--- src/rtl/excl_monitor.sv ---
module excl_monitor #(
  parameter int ADDR_W = 6
) (
  input  logic              clk,
  input  logic              rst_n,
  input  logic              req_valid,
  input  logic [2:0]        req_op,
  input  logic [ADDR_W-1:0] req_addr,
  input  logic [1:0]        req_size,
  input  logic [31:0]       req_wdata,
  input  logic              exc_entry,
  output logic              wr_en,
  output logic              rd_valid,
  output logic [31:0]       rd_data,
  output logic              sts_valid,
  output logic              sts_fail
);
  localparam int WORDS = 1 << (ADDR_W - 2);
  localparam logic [2:0] OP_LD  = 3'd0;
  localparam logic [2:0] OP_ST  = 3'd1;
  localparam logic [2:0] OP_LDX = 3'd2;
  localparam logic [2:0] OP_STX = 3'd3;
  localparam logic [2:0] OP_CLR = 3'd4;

  logic              tag_q;
  logic [ADDR_W-1:0] tag_addr_q;
  logic [1:0]        tag_size_q;
  logic [31:0]       mem [WORDS];

  wire is_ld  = req_valid && (req_op == OP_LD || req_op == OP_LDX);
  wire is_st  = req_valid && (req_op == OP_ST);
  wire is_ldx = req_valid && (req_op == OP_LDX);
  wire is_stx = req_valid && (req_op == OP_STX);
  wire is_clr = req_valid && (req_op == OP_CLR);

  wire stx_hit = is_stx && tag_q && !exc_entry &&
                 (tag_addr_q == req_addr) && (tag_size_q == req_size);

  assign wr_en = is_st || stx_hit;

  wire [ADDR_W-3:0] widx = req_addr[ADDR_W-1:2];
  wire [1:0]        lane = req_addr[1:0];

  logic [3:0]  be;
  logic [31:0] wrep;
  always_comb begin
    case (req_size)
      2'd0:    begin be = 4'b0001 << lane;                       wrep = {4{req_wdata[7:0]}};  end
      2'd1:    begin be = req_addr[1] ? 4'b1100 : 4'b0011;       wrep = {2{req_wdata[15:0]}}; end
      default: begin be = 4'b1111;                               wrep = req_wdata;            end
    endcase
  end

  wire [31:0] rword  = mem[widx];
  wire [31:0] rshift = rword >> {lane, 3'b000};
  logic [31:0] rext;
  always_comb begin
    case (req_size)
      2'd0:    rext = {24'd0, rshift[7:0]};
      2'd1:    rext = {16'd0, rshift[15:0]};
      default: rext = rword;
    endcase
  end

  always_ff @(posedge clk) begin
    if (!rst_n) begin
      for (int i = 0; i < WORDS; i++) mem[i] <= '0;
    end else if (wr_en) begin
      for (int b = 0; b < 4; b++)
        if (be[b]) mem[widx][8*b +: 8] <= wrep[8*b +: 8];
    end
  end

  always_ff @(posedge clk) begin
    if (!rst_n) begin
      tag_q      <= 1'b0;
      tag_addr_q <= '0;
      tag_size_q <= '0;
    end else if (exc_entry || is_stx || is_clr) begin
      tag_q      <= 1'b0;
    end else if (is_ldx) begin
      tag_q      <= 1'b1;
      tag_addr_q <= req_addr;
      tag_size_q <= req_size;
    end
  end

  always_ff @(posedge clk) begin
    if (!rst_n) begin
      rd_valid  <= 1'b0;
      rd_data   <= '0;
      sts_valid <= 1'b0;
      sts_fail  <= 1'b0;
    end else begin
      rd_valid  <= is_ld;
      rd_data   <= is_ld ? rext : '0;
      sts_valid <= is_stx;
      sts_fail  <= is_stx && !stx_hit;
    end
  end
endmodule

--- config.mk ---
export PLATFORM = sky130hd
export DESIGN_NAME = excl_monitor
export DESIGN_NICKNAME = d
export VERILOG_FILES = /design/src/rtl/excl_monitor.sv
export SDC_FILE = /design/constraint.sdc
export NUM_CORES = 1
export LEC_CHECK = 0
export ABC_CLOCK_PERIOD_IN_PS = 6100
export BUFFER_PORTS_ARGS = -buffer_cell sky130_fd_sc_hd__buf_2
export CAP_MARGIN = 20
export CORE_ASPECT_RATIO = 1.5
export CORE_MARGIN = 2
export CORE_UTILIZATION = 50
export CTS_BUF_LIST = sky130_fd_sc_hd__clkbuf_2 sky130_fd_sc_hd__clkbuf_4 sky130_fd_sc_hd__clkbuf_8
export DETAILED_ROUTE_END_ITERATION = 16
export PLACE_DENSITY = 0.71
export SLEW_MARGIN = 20
export SYNTH_ARGS = -nofsm -noshare
export SYNTH_HDL_FRONTEND = slang
export SYNTH_SLANG_ARGS = --single-unit
--- constraint.sdc ---
create_clock -name clk -period 6.1 [get_ports clk]
set_clock_uncertainty 0.2 [all_clocks]
set_input_delay 0.915 -clock clk [delete_from_list [all_inputs] [get_ports clk]]
set_output_delay 0.915 -clock clk [all_outputs]
set_load 0.005 [all_outputs]
; ---- After elaboration in Yosys (flattened, before gate mapping)
; Memory sizes are Yosys's and may differ from the RTL's.
; Cells that the tools add are included.
[word_totals]
regBits = 44
latchBits = 0
ramBits = 512
mem_bits_ro = 0
inputBits = 47
out_inout_bits = 36
wordCells = 65
memories = 1
[memory_table]
columns = memory, words, width, read_ports, rd_ports_with_merged_regs, wr, line
row1 = mem, 16, 32, 1, 0, 16, 28  ; logic [31:0] mem [WORDS];
[op_classes]
n_addsub = 0
multipliers = 0
div = 0
n_lt_le_gt_ge = 0
eq_ne = 7
shift = 2
mux = 24
bitwise = 2
n_reduce_logical = 22
[op_table]
columns = operator, n
row1 = $pmux 32 s2, 2
row2 = $mux 32, 1
row3 = $reduce_or 32->1, 1
row4 = $shr 32x5->16, 1
row5 = $mux 1, 17
row6 = $mux 4, 3
row7 = $logic_and 1x1->1, 10
row8 = $pmux 4 s2, 1
row9 = $eq 3x2->1 const B, 2
row10 = $eq 6x6->1, 1
row11 = $logic_or 1x1->1, 4
row12 = $reduce_and 2->1, 2
row13 = $shl 1x2->4 const A, 1
row14 = $eq 3x1->1 const B, 1
row15 = $eq 3x3->1 const B, 1
row16 = $logic_not 3->1, 1
row17 = $eq 2x1->1 const B, 1
row18 = $eq 2x2->1, 1
row19 = $logic_not 1->1, 2
row20 = $logic_not 2->1, 1
row21 = $not 1->1, 2
row22 = $reduce_or 2->1, 1

; ---- Logic depth before layout (Yosys ltp)
[depth]
ltp_word = 12
mapped_depth = 10
ltp_nobuf = 6

; ---- Least setup slack after synthesis
; No wires, ideal clock.
[synth_path]
path_type = input-to-reg
start = input port req_addr[3]
end = memory mem[14][24] (enable)
setup_ns = 0.384
arrival_ns = 2.887
t_required_ns = 5.516
path_slack_ns = 2.629
cell_stages = 9
n_path_buf = 5
cell_sequence = buf_4 buf_6 buf_6 buf_6 buf_6 nand2_4 nor2_2 nand2_1 o21ai_0
[synth_lines]
columns = item, line
row1 = start: declaration, 8  ; input logic [ADDR_W-1:0] req_addr,
row2 = end: declaration, 28

; ---- Final worst setup path
[layout_path]
start = input port req_size[1]
end = output port wr_en
[layout_between]
elab_chain_len = 3
[layout_lines]
columns = item, line
row1 = start: declaration, 9  ; input logic [1:0] req_size,
row2 = $eq 2x2->1, 37  ; (tag_addr_q == req_addr) && (tag_size_q == req_size);
row3 = $logic_and 1x1->1, 37
row4 = $logic_or 1x1->1, 39  ; assign wr_en = is_st || stx_hit;
row5 = end: declaration, 12  ; output logic wr_en,
; No other way between the ends.

==> flow_summary.json <==
{
  "fin_crit_sh_pct": 73.10,
  "rsz0062_at_grt": "false",
  "antenna_found_initial": 2,
  "first_iter_violations": 1946,
  "cts_resized": 0,
  "crit_fanout": 37,
  "syn_area_um2": 26060,
  "fin_tns_setup_ns": 0,
  "synth_top_flop_cell": "edfxtp_1",
  "async_flop_share_pct": 0,
  "cts_made_buffers": 79,
  "root_buffer": "clkbuf_8",
  "critical_path.top_delay_family": "buffers and inverters",
  "criticalPathCategory": "in -> out",
  "yosysSeqAreaShare_pct": 62.38,
  "synth_edf_count": 512,
  "nNetsFinal": 2034,
  "r2r-end": "mem[6][30]",
  "overflow": 0,
  "totalWireLength_mm": 76.25,
  "placed_area_um2": 27000,
  "slew_violations": 0,
  "min_path_cells": 2,
  "hold_path.class": "in -> reg",
  "fmax_mhz": 224.3,
  "ant_nets": 0,
  "cp_num_buf_inv": 3,
  "die_area_um2": 54000,
  "grt_pass1_vias": 17212,
  "hold_end": "tag_q",
  "first_pass_iters": 6,
  "vias_per_cell": 6.275,
  "worstSetupEndpointType": "output port",
  "peakVddDrop_v": 0.0001471,
  "netlist_instances": 1914,
  "grt_first_pass_wirelength_mm": 111.2,
  "yosysWarnings": 0,
  "crit_chain": "buf_2, xnor2_1, a41o_2, nand2_1, inv_1, buf_2",
  "final_area_um2": 28580,
  "cp.arrival_ns": 3.34,
  "routabilityCongestion": 0.9718,
  "tightest_slew_ns": 1.087,
  "path_clk_slew_ns": 0.07,
  "fin_crit_ns": 4.459,
  "drive_gt1_share_pct": 22.53,
  "rr_worst_depth": 5,
  "slowest_delay_ns": 0.74,
  "clkLatencyLatePin_ns": 0.67,
  "cp_slowest_cell": "buf_2",
  "post-synth-top-count-cell": "edfxtp_1",
  "num_vias": 17093,
  "synthesis.nets": 1961,
  "p_per_area_nw_per_um2": 286.0,
  "synth_area_per_cell_um2": 13.61,
  "die_h_um": 283.6,
  "whs_ns": 0.2906,
  "port_buffers": 82,
  "reg2reg_slack_ns": 2.60,
  "place_hpwl_mm": 53.62,
  "status": "complete, no violations",
  "netlist-cell-type-count": 63,
  "core_area_um2": 51560,
  "grt_max_degree": 109,
  "yosysTopAreaCell": "edfxtp_1",
  "htreeDepth": 3,
  "netlist_top_cells_area": "edfxtp_1 (59%), mux4_2 (9.8%), nor2_1 (6.4%)",
  "wl_per_cell_um": 27.99,
  "dieWidth_um": 190.4,
  "row_count": 102,
  "drv_cap": 0,
  "hold_violations": 0,
  "grt_usage_pct": 28.54,
  "required_ns": 4.98,
  "ys_ff_latch": 556,
  "hold_start": "exc_entry",
  "post_cts_buffers": 0,
  "hold_buffers": 0,
  "cts.sinks": 556,
  "worst_path_most_repeated_cell": "buf_2",
  "r2r_start": "tag_size_q[0]",
  "slew_headroom_pct": 27.54,
  "finalSetupViolations": 0,
  "synth_top_cell_area_share_pct": 59.00,
  "io_pins": 83,
  "cts_buffer_depth": 3,
  "start_util_pct": 50.54,
  "synth_commonest_cells": "edfxtp_1 (512), nor2_1 (447), mux2i_1 (118)",
  "start_kind": "primary input",
  "syn_to_final_growth_pct": 9.680,
  "cts_tree": "done",
  "route.detailed.drc": 0,
  "leakage_uw": 0.01006
}
[cell families (layout without fill, tap and decap cells)]
kind of cell	count (synthesis)	after routing	synth area share, %
flops	556	556	62.38
compound gates	171	171	4.561
buf+inv	160	292	3.375
mux	241	241	14.73
simple gates	778	778	14.68
other cells	0	2	0
xor+xnor	8	8	0.2689
[layout make-up]
class | instances | area [um2]
antenna | 2 | 5.005
clock buffer | 109 | 1331
clock inverter | 31 | 237.7
fill | 4211 | 22980
inverter | 11 | 41.29
multi-input combinational | 1198 | 8984
sequential | 556 | 16260
tap | 676 | 845.8
timing repair buffer | 141 | 880.8
[flip-flops by register name, summed over array words and instances, names as in the netlist]
register / count
mem: 512
rd_data: 32
tag_addr_q: 6
tag_size_q: 2
rd_valid: 1
sts_fail: 1
sts_valid: 1
tag_q: 1
[power breakdown]
part           switching (uW)  leakage [uW]  internal [uW]  total (uW)
Sequential               67.0       0.00522           4330        4400
Clock                    1420      0.000832           1550        2970
Combinational             530       0.00401            272         802
[routing by layer]
metal  wire length, um  GRT usage (%)  vias up
li1                  -              -     7325
met1             25370          32.30     8468
met2             37810          47.94     1012
met3              6622          5.244      286
met4              6427          21.20        2
met5                13              0        -
[placed cells by master, fill, tap and decap left out, types with 6 or more instances in the layout]
cell type,netlist,layout
a21oi_1,7,7
mux4_2,113,113
edfxtp_1,512,512
a22o_1,11,11
mux2_2,10,10
and3_1,59,59
dfxtp_1,44,44
nand3_1,16,16
clkinv_1,0,13
nand2_1,85,85
mux2i_1,118,114
o32ai_1,8,8
nor3_1,62,62
a221oi_1,6,6
or2_2,9,9
clkbuf_8,0,82
a22oi_1,21,21
a211oi_1,16,16
xor2_1,6,6
nand3_2,8,8
nor2b_1,19,17
buf_2,42,79
nand2b_1,10,10
nor2_1,447,447
nand4_1,10,10
a21o_1,7,7
clkbuf_4,0,27
clkinv_2,0,8
o21ai_0,59,49
nand4_4,18,18
buf_4,16,60
o211ai_1,8,8
o21ai_1,3,13
inv_1,11,11
[worst max-delay path by stage]
stage	startpoint	endpoint	depth (start not counted)
3_3_place_gp	req_size[1]	mem[11][10]	7
6_report	req_size[1]	wr_en	6
2_1_floorplan	req_addr[3]	mem[14][24]	9
4_1_cts	req_size[1]	wr_en	6
5_1_grt	req_addr[2]	wr_en	7
3_5_place_dp	req_size[1]	mem[14][11]	7
[through the flow]
stage | util, % | total power (uW) | instances | worst slack (ns)
final | 55.43 | 8175 | 2724 | 1.641
after global routing | 55.43 | 8384 | 2723 | 1.464
after CTS | 55.41 | 8172 | 2722 | 1.710
after floorplan | - | 4960 | 1914 | 2.629
after detailed placement | 52.36 | 5263 | 2582 | 1.288
after global placement | 52.32 | 5237 | 2582 | 1.542
Note: power is estimated with default switching activity, not from simulation.
